## config.mk

```make
export PLATFORM = sky130hd
export DESIGN_NAME = byte_irq_hub
export DESIGN_NICKNAME = d
export VERILOG_FILES = /design/src/rtl/irq_hub_pkg.sv /design/src/rtl/irq_req_sync.sv /design/src/rtl/irq_bank.sv /design/src/rtl/byte_irq_hub.sv
export SDC_FILE = /design/constraint.sdc
export NUM_CORES = 1
export LEC_CHECK = 0
export BUFFER_PORTS_ARGS = -buffer_cell sky130_fd_sc_hd__buf_2
export CELL_PAD_IN_SITES_DETAIL_PLACEMENT = 2
export CELL_PAD_IN_SITES_GLOBAL_PLACEMENT = 2
export CORE_UTILIZATION = 41
export DETAILED_ROUTE_END_ITERATION = 8
export GPL_TIMING_DRIVEN = 0
export PLACE_DENSITY_LB_ADDON = 0.1
export SYNTH_ARGS = -nofsm -noshare
export SYNTH_HDL_FRONTEND = slang
export SYNTH_SLANG_ARGS = --single-unit
```

## constraint.sdc

```tcl
create_clock -name clk -period 1.8 [get_ports clk]
set_clock_uncertainty 0.2 [all_clocks]
set_input_delay 0.09 -clock clk [delete_from_list [all_inputs] [get_ports clk]]
set_output_delay 0.09 -clock clk [all_outputs]
set_load 0.005 [all_outputs]
```

## src/rtl/irq_hub_pkg.sv

```systemverilog
package irq_hub_pkg;

  // Bank addressed by a byte offset: two registers per bank.
  function automatic int bank_of_addr(int addr);
    return addr / 2;
  endfunction

  // Odd offsets hold masks, even offsets hold status.
  function automatic bit addr_is_mask(int addr);
    return (addr % 2) == 1;
  endfunction

  // Bank that holds a given request index.
  function automatic int bank_of_req(int idx, int bank_w);
    return idx / bank_w;
  endfunction

  // Bit position of a request inside its bank.
  function automatic int pos_of_req(int idx, int bank_w);
    return idx % bank_w;
  endfunction

endpackage

```

## src/rtl/irq_req_sync.sv

```systemverilog
module irq_req_sync #(
  parameter int N = 24
) (
  input  logic         clk,
  input  logic         rst_n,
  input  logic [N-1:0] req_i,
  output logic [N-1:0] lvl_o,
  output logic [N-1:0] rise_o
);
  logic [N-1:0] meta_q;
  logic [N-1:0] stab_q;
  logic [N-1:0] prev_q;

  always_ff @(posedge clk or negedge rst_n) begin
    if (!rst_n) begin
      meta_q <= '0;
      stab_q <= '0;
      prev_q <= '0;
    end else begin
      meta_q <= req_i;
      stab_q <= meta_q;
      prev_q <= stab_q;
    end
  end

  assign lvl_o  = stab_q;
  assign rise_o = stab_q & ~prev_q;
endmodule

```

## src/rtl/irq_bank.sv

```systemverilog
module irq_bank #(
  parameter int W       = 8,
  parameter bit LVL_EN  = 1'b0,
  parameter int LVL_POS = 0
) (
  input  logic         clk,
  input  logic         rst_n,
  input  logic [W-1:0] rise_i,
  input  logic [W-1:0] lvl_i,
  input  logic         mask_we_i,
  input  logic [W-1:0] wdata_i,
  input  logic         stat_rd_i,
  output logic [W-1:0] mask_o,
  output logic [W-1:0] edge_o,
  output logic [W-1:0] pend_o
);
  localparam logic [W-1:0] EDGE_ONLY = LVL_EN ? ~(W'(1) << LVL_POS) : '1;

  logic [W-1:0] mask_q;
  logic [W-1:0] edge_q;
  logic [W-1:0] view;

  // Keep-then-clear, then set: a capture on a read edge survives.
  function automatic logic [W-1:0] next_edges(logic [W-1:0] cur, logic clr,
                                              logic [W-1:0] rise, logic [W-1:0] en);
    logic [W-1:0] kept;
    kept = clr ? '0 : cur;
    return kept | (rise & en & EDGE_ONLY);
  endfunction

  always_ff @(posedge clk or negedge rst_n) begin
    if (!rst_n) begin
      mask_q <= '0;
      edge_q <= '0;
    end else begin
      edge_q <= next_edges(edge_q, stat_rd_i, rise_i, mask_q);
      if (mask_we_i) mask_q <= wdata_i;
    end
  end

  assign view   = (edge_q & EDGE_ONLY) | (lvl_i & ~EDGE_ONLY);
  assign mask_o = mask_q;
  assign edge_o = edge_q;
  assign pend_o = view & mask_q;
endmodule

```

## src/rtl/byte_irq_hub.sv

```systemverilog
module byte_irq_hub
  import irq_hub_pkg::*;
#(
  parameter int NUM_BANKS = 3,
  parameter int BANK_W    = 8,
  parameter int LEVEL_IDX = 2,
  parameter int ADDR_W    = 3
) (
  input  logic                          clk,
  input  logic                          rst_n,
  input  logic [NUM_BANKS*BANK_W-1:0]   req_i,
  input  logic [ADDR_W-1:0]             addr_i,
  input  logic                          rd_en_i,
  input  logic                          wr_en_i,
  input  logic [BANK_W-1:0]             wr_data_i,
  output logic [BANK_W-1:0]             rd_data_o,
  output logic                          irq_o
);
  localparam int TOTAL   = NUM_BANKS * BANK_W;
  localparam int LVL_BNK = bank_of_req(LEVEL_IDX, BANK_W);
  localparam int LVL_POS = pos_of_req(LEVEL_IDX, BANK_W);
  localparam logic [TOTAL-1:0] EDGE_ONLY = ~(TOTAL'(1) << LEVEL_IDX);

  // Named internal events, brought out for the checker.
  logic [TOTAL-1:0]     rise_vec;
  logic [TOTAL-1:0]     lvl_vec;
  logic [TOTAL-1:0]     mask_vec;
  logic [TOTAL-1:0]     edge_stat;
  logic [TOTAL-1:0]     pend_vec;
  logic [TOTAL-1:0]     cap_vec;
  logic [NUM_BANKS-1:0] stat_rd;
  logic [NUM_BANKS-1:0] mask_wr;
  logic                 pend_any;

  logic [BANK_W-1:0] mask_bank [NUM_BANKS];
  logic [BANK_W-1:0] pend_bank [NUM_BANKS];
  logic [BANK_W-1:0] rd_sel;
  logic [BANK_W-1:0] rd_q;
  logic              irq_q;

  irq_req_sync #(.N(TOTAL)) u_sync (
    .clk    (clk),
    .rst_n  (rst_n),
    .req_i  (req_i),
    .lvl_o  (lvl_vec),
    .rise_o (rise_vec)
  );

  for (genvar b = 0; b < NUM_BANKS; b++) begin : g_bank
    assign stat_rd[b] = rd_en_i && (int'(addr_i) == 2 * b);
    assign mask_wr[b] = wr_en_i && (int'(addr_i) == 2 * b + 1);

    irq_bank #(
      .W       (BANK_W),
      .LVL_EN  (LVL_BNK == b),
      .LVL_POS ((LVL_BNK == b) ? LVL_POS : 0)
    ) u_bank (
      .clk       (clk),
      .rst_n     (rst_n),
      .rise_i    (rise_vec[b*BANK_W +: BANK_W]),
      .lvl_i     (lvl_vec[b*BANK_W +: BANK_W]),
      .mask_we_i (mask_wr[b]),
      .wdata_i   (wr_data_i),
      .stat_rd_i (stat_rd[b]),
      .mask_o    (mask_bank[b]),
      .edge_o    (edge_stat[b*BANK_W +: BANK_W]),
      .pend_o    (pend_bank[b])
    );

    assign mask_vec[b*BANK_W +: BANK_W] = mask_bank[b];
    assign pend_vec[b*BANK_W +: BANK_W] = pend_bank[b];
  end

  assign cap_vec  = rise_vec & mask_vec & EDGE_ONLY;
  assign pend_any = |pend_vec;

  always_comb begin
    rd_sel = '0;
    for (int b = 0; b < NUM_BANKS; b++) begin
      if (bank_of_addr(int'(addr_i)) == b)
        rd_sel = addr_is_mask(int'(addr_i)) ? mask_bank[b] : pend_bank[b];
    end
  end

  always_ff @(posedge clk or negedge rst_n) begin
    if (!rst_n) begin
      rd_q  <= '0;
      irq_q <= 1'b0;
    end else begin
      irq_q <= pend_any;
      if (rd_en_i) rd_q <= rd_sel;
    end
  end

  assign rd_data_o = rd_q;
  assign irq_o     = irq_q;
endmodule

```

==> results.json <==
{
  "status": "finished, final reports clean",
  "rsz0062_at_grt": "no",
  "die_w_um": 105,
  "numPortBuffers": 45,
  "critical-path-max-stage-delay_ns": 0.62,
  "setup_viol": 0,
  "ff2ff_path_depth": 3,
  "diodes": 0,
  "antenna_found_initial": 0,
  "ant_nets": 0,
  "hold_end": "u_sync.meta_q[19]",
  "ios": 48,
  "yosysWarnings": 0,
  "required_ns": 2.01,
  "postLayoutCoreUtil_pct": 58.5,
  "numCtsBuffers": 17,
  "die_y_um": 105,
  "fin_crit_ns": 1.75,
  "hold_viol": 0,
  "worst-path-max-fanout": 5,
  "cts.sinks": 127,
  "synth_edf_count": 0,
  "cts_tree": "done",
  "drc": 0,
  "grt_remaining_overflow": 0,
  "final_cells": 559,
  "cpMostUsedCell": "dlygate4sd3_1",
  "min_path_type": "input port to register",
  "arrival_ns": 1.95,
  "viasPerCell": 5.30,
  "hold_start": "req_i[19]",
  "end_kind": "register",
  "crit_type": "input port to register",
  "grt_pass1_wl_mm": 20.7,
  "wl_per_cell_um": 23.1,
  "cellPowerDensity_nw_per_um2": 1300,
  "syn2layout_area_growth_pct": 38.1,
  "ys_seq_area_share_pct": 72.6,
  "timing.final.crit_share_pct": 97.1,
  "rows": 37,
  "first_pass_iters": 4,
  "grt_usage_pct": 26.2,
  "syn_inst": 280,
  "start_util_pct": 42.4,
  "worst_pin_slew_ns": 0.604,
  "ys_top_cells_by_count": "dfrtp_1 (127), mux2_2 (16), a32o_1 (13), inv_1 (13), a22oi_1 (12)",
  "first_global_vias": 3566,
  "ir_drop_uv": 712,
  "avgSynthCellArea_um2": 15.6,
  "max_cap_violations": 0,
  "syn_nets": 319,
  "leakage_uw": 0.00271,
  "fmax_ghz": 0.572,
  "yosysTopAreaCell": "dfrtp_1",
  "layout-drive-gt1-share_pct": 26.0,
  "synth_cell_type_count": 29,
  "dieArea_um2": 11100,
  "clk_pin_slew_ns": 0.06,
  "netlist_top_cells_area": "dfrtp_1 (73%), mux2_2 (4.1%), a32o_1 (3.0%), mux2_4 (2.7%), a22oi_1 (2.1%)",
  "place_congestion": 0.731,
  "hpwlAfterDp_mm": 6.99,
  "whs_path_depth": 2,
  "core_area_um2": 10300,
  "cpMaxStageDelayCell": "dlygate4sd3_1",
  "fin_nets": 451,
  "worst_setup_path_start_kind": "input port",
  "cts_htree_levels": 4,
  "crit_chain": "dlygate4sd3_1, buf_2, nand4b_4, dlygate4sd3_1, mux2_2",
  "clkLatencyLatePin_ns": 0.53,
  "async_flop_share_pct": 100,
  "placedCellCount": 462,
  "yosysTopAreaCellShare_pct": 72.6,
  "ys_seq_elements": 127,
  "synth_ff_type": "dfrtp_1",
  "netlist_area_um2": 4380,
  "slew_headroom_pct": 59.7,
  "drt-total-wl_mm": 12.9,
  "via_count": 2965,
  "drv_slew": 0,
  "yosysMostFrequentCell": "dfrtp_1",
  "r2r-start": "g_bank[1].u_bank.mask_o[2]",
  "grt_max_degree": 66,
  "post_cts_buffers": 0,
  "fillerInstances": 896,
  "reg2reg_to": "irq_o",
  "clockBufferDepth": 2,
  "drt_iter0_drc": 116,
  "root_buffer": "clkbuf_8",
  "r2r_setup_slack_ns": 0.19
}
sequential cells by signal, summed over array words and instances, names as in the netlist:
name and cells:
rd_data_o 8, u_sync.prev_q 23, g_bank.u_bank.edge_o 23, u_sync.lvl_o 24, g_bank.u_bank.mask_o 24, irq_o 1, u_sync.meta_q 24
worst max-delay path, delay by kind of cell:
family / cells / cell delay [ns]
and+or+nand+nor: 1 / 0.20
muxes: 1 / 0.35
buffers and inverters: 3 / 1.31
metal layers:
metal	track usage, %	share of wire (%)	wire length, µm	vias to the layer above
li1	-	-	-	1305
met1	31.5	42	5460	1570
met2	45.2	52	6770	75
met3	7.11	3.7	478	15
met4	9.15	1.7	221	0
met5	0	0	0	-
kinds of logic after synthesis:
logic type | share of synthesized area [%]
compound gates | 14.4
buf+inv | 2.72
flops | 72.6
mux | 6.86
simple gates | 3.43
layout make-up:
cell class                 count  area (µm²)  share of cell area (%)
tap                          136         170                    2.82
inverter                      14        52.6                   0.870
clock inverter                 6        82.6                    1.37
multi-input combinational    130        1080                    17.9
clock buffer                  24         480                    7.95
sequential                   127        3180                    52.6
timing repair buffer         113         932                    15.4
buffer                         9        66.3                    1.10
report_power, final:
| part | total (µW) | switching, µW | internal (µW) |
|---|---|---|---|
| sequential | 3600 | 358 | 3240 |
| clock | 3300 | 1210 | 2090 |
| combinational | 957 | 420 | 537 |
worst max-delay path by stage:
stage / startpoint / end / slack, ns / cells after the start
final: addr_i[1] / g_bank[2].u_bank.mask_o[0] / 0.05 / 5
after global routing: addr_i[1] / g_bank[2].u_bank.mask_o[0] / 0.008 / 5
after CTS: addr_i[1] / g_bank[2].u_bank.mask_o[6] / 0.01 / 5
after detailed placement: addr_i[2] / g_bank[1].u_bank.mask_o[2] / 0.18 / 4
after global placement: rst_n / u_sync.meta_q[13] / -1.20 / 1
after floorplan: g_bank[1].u_bank.mask_o[6] / irq_o / 0.47 / 3
layout by cell type (no fill, tap or decap), types with 2 or more instances in the layout:
cell type and count:
clkinv_2 3, a31oi_1 8, buf_6 3, a22oi_1 12, a32o_1 13, o2bb2ai_1 10, bufinv_16 2, buf_2 46
clkbuf_1 4, buf_4 4, o22ai_1 8, mux2_4 8, clkbuf_16 16, o211ai_1 8, nand2_1 11, nand4_1 3
inv_1 13, a21o_1 8, o21a_1 8, dlygate4sd3_1 66, clkbuf_8 5, mux2_2 16, o21ai_0 8, dfrtp_1 127
metrics by stage:
step | cell area [µm²] | total power, µW | setup WS (ns) | hold slack, ns | TNS (ns)
2_1_floorplan | 4380 | 4000 | 0.472 | -0.406 | 0
3_3_place_gp | 4770 | 4330 | -1.20 | -0.00276 | -152.28
3_5_place_dp | 4800 | 4400 | 0.177 | -0.0871 | 0
4_1_cts | 6040 | 7860 | 0.0118 | 0.00399 | 0
5_1_grt | 6040 | 8130 | 0.00771 | 0.0158 | 0
6_report | 6040 | 7850 | 0.0529 | 0.0283 | 0
repair_timing:
| item | in CTS | in global routing |
|---|---|---|
| setup endpoints to repair | 0 | 3 |
| hold endpoints to repair | 183 | 0 |
| hold buffers | 67 | 0 |
| resized for setup | 0 | 1 |
No activity file was read; power rests on OpenSTA's default activity.
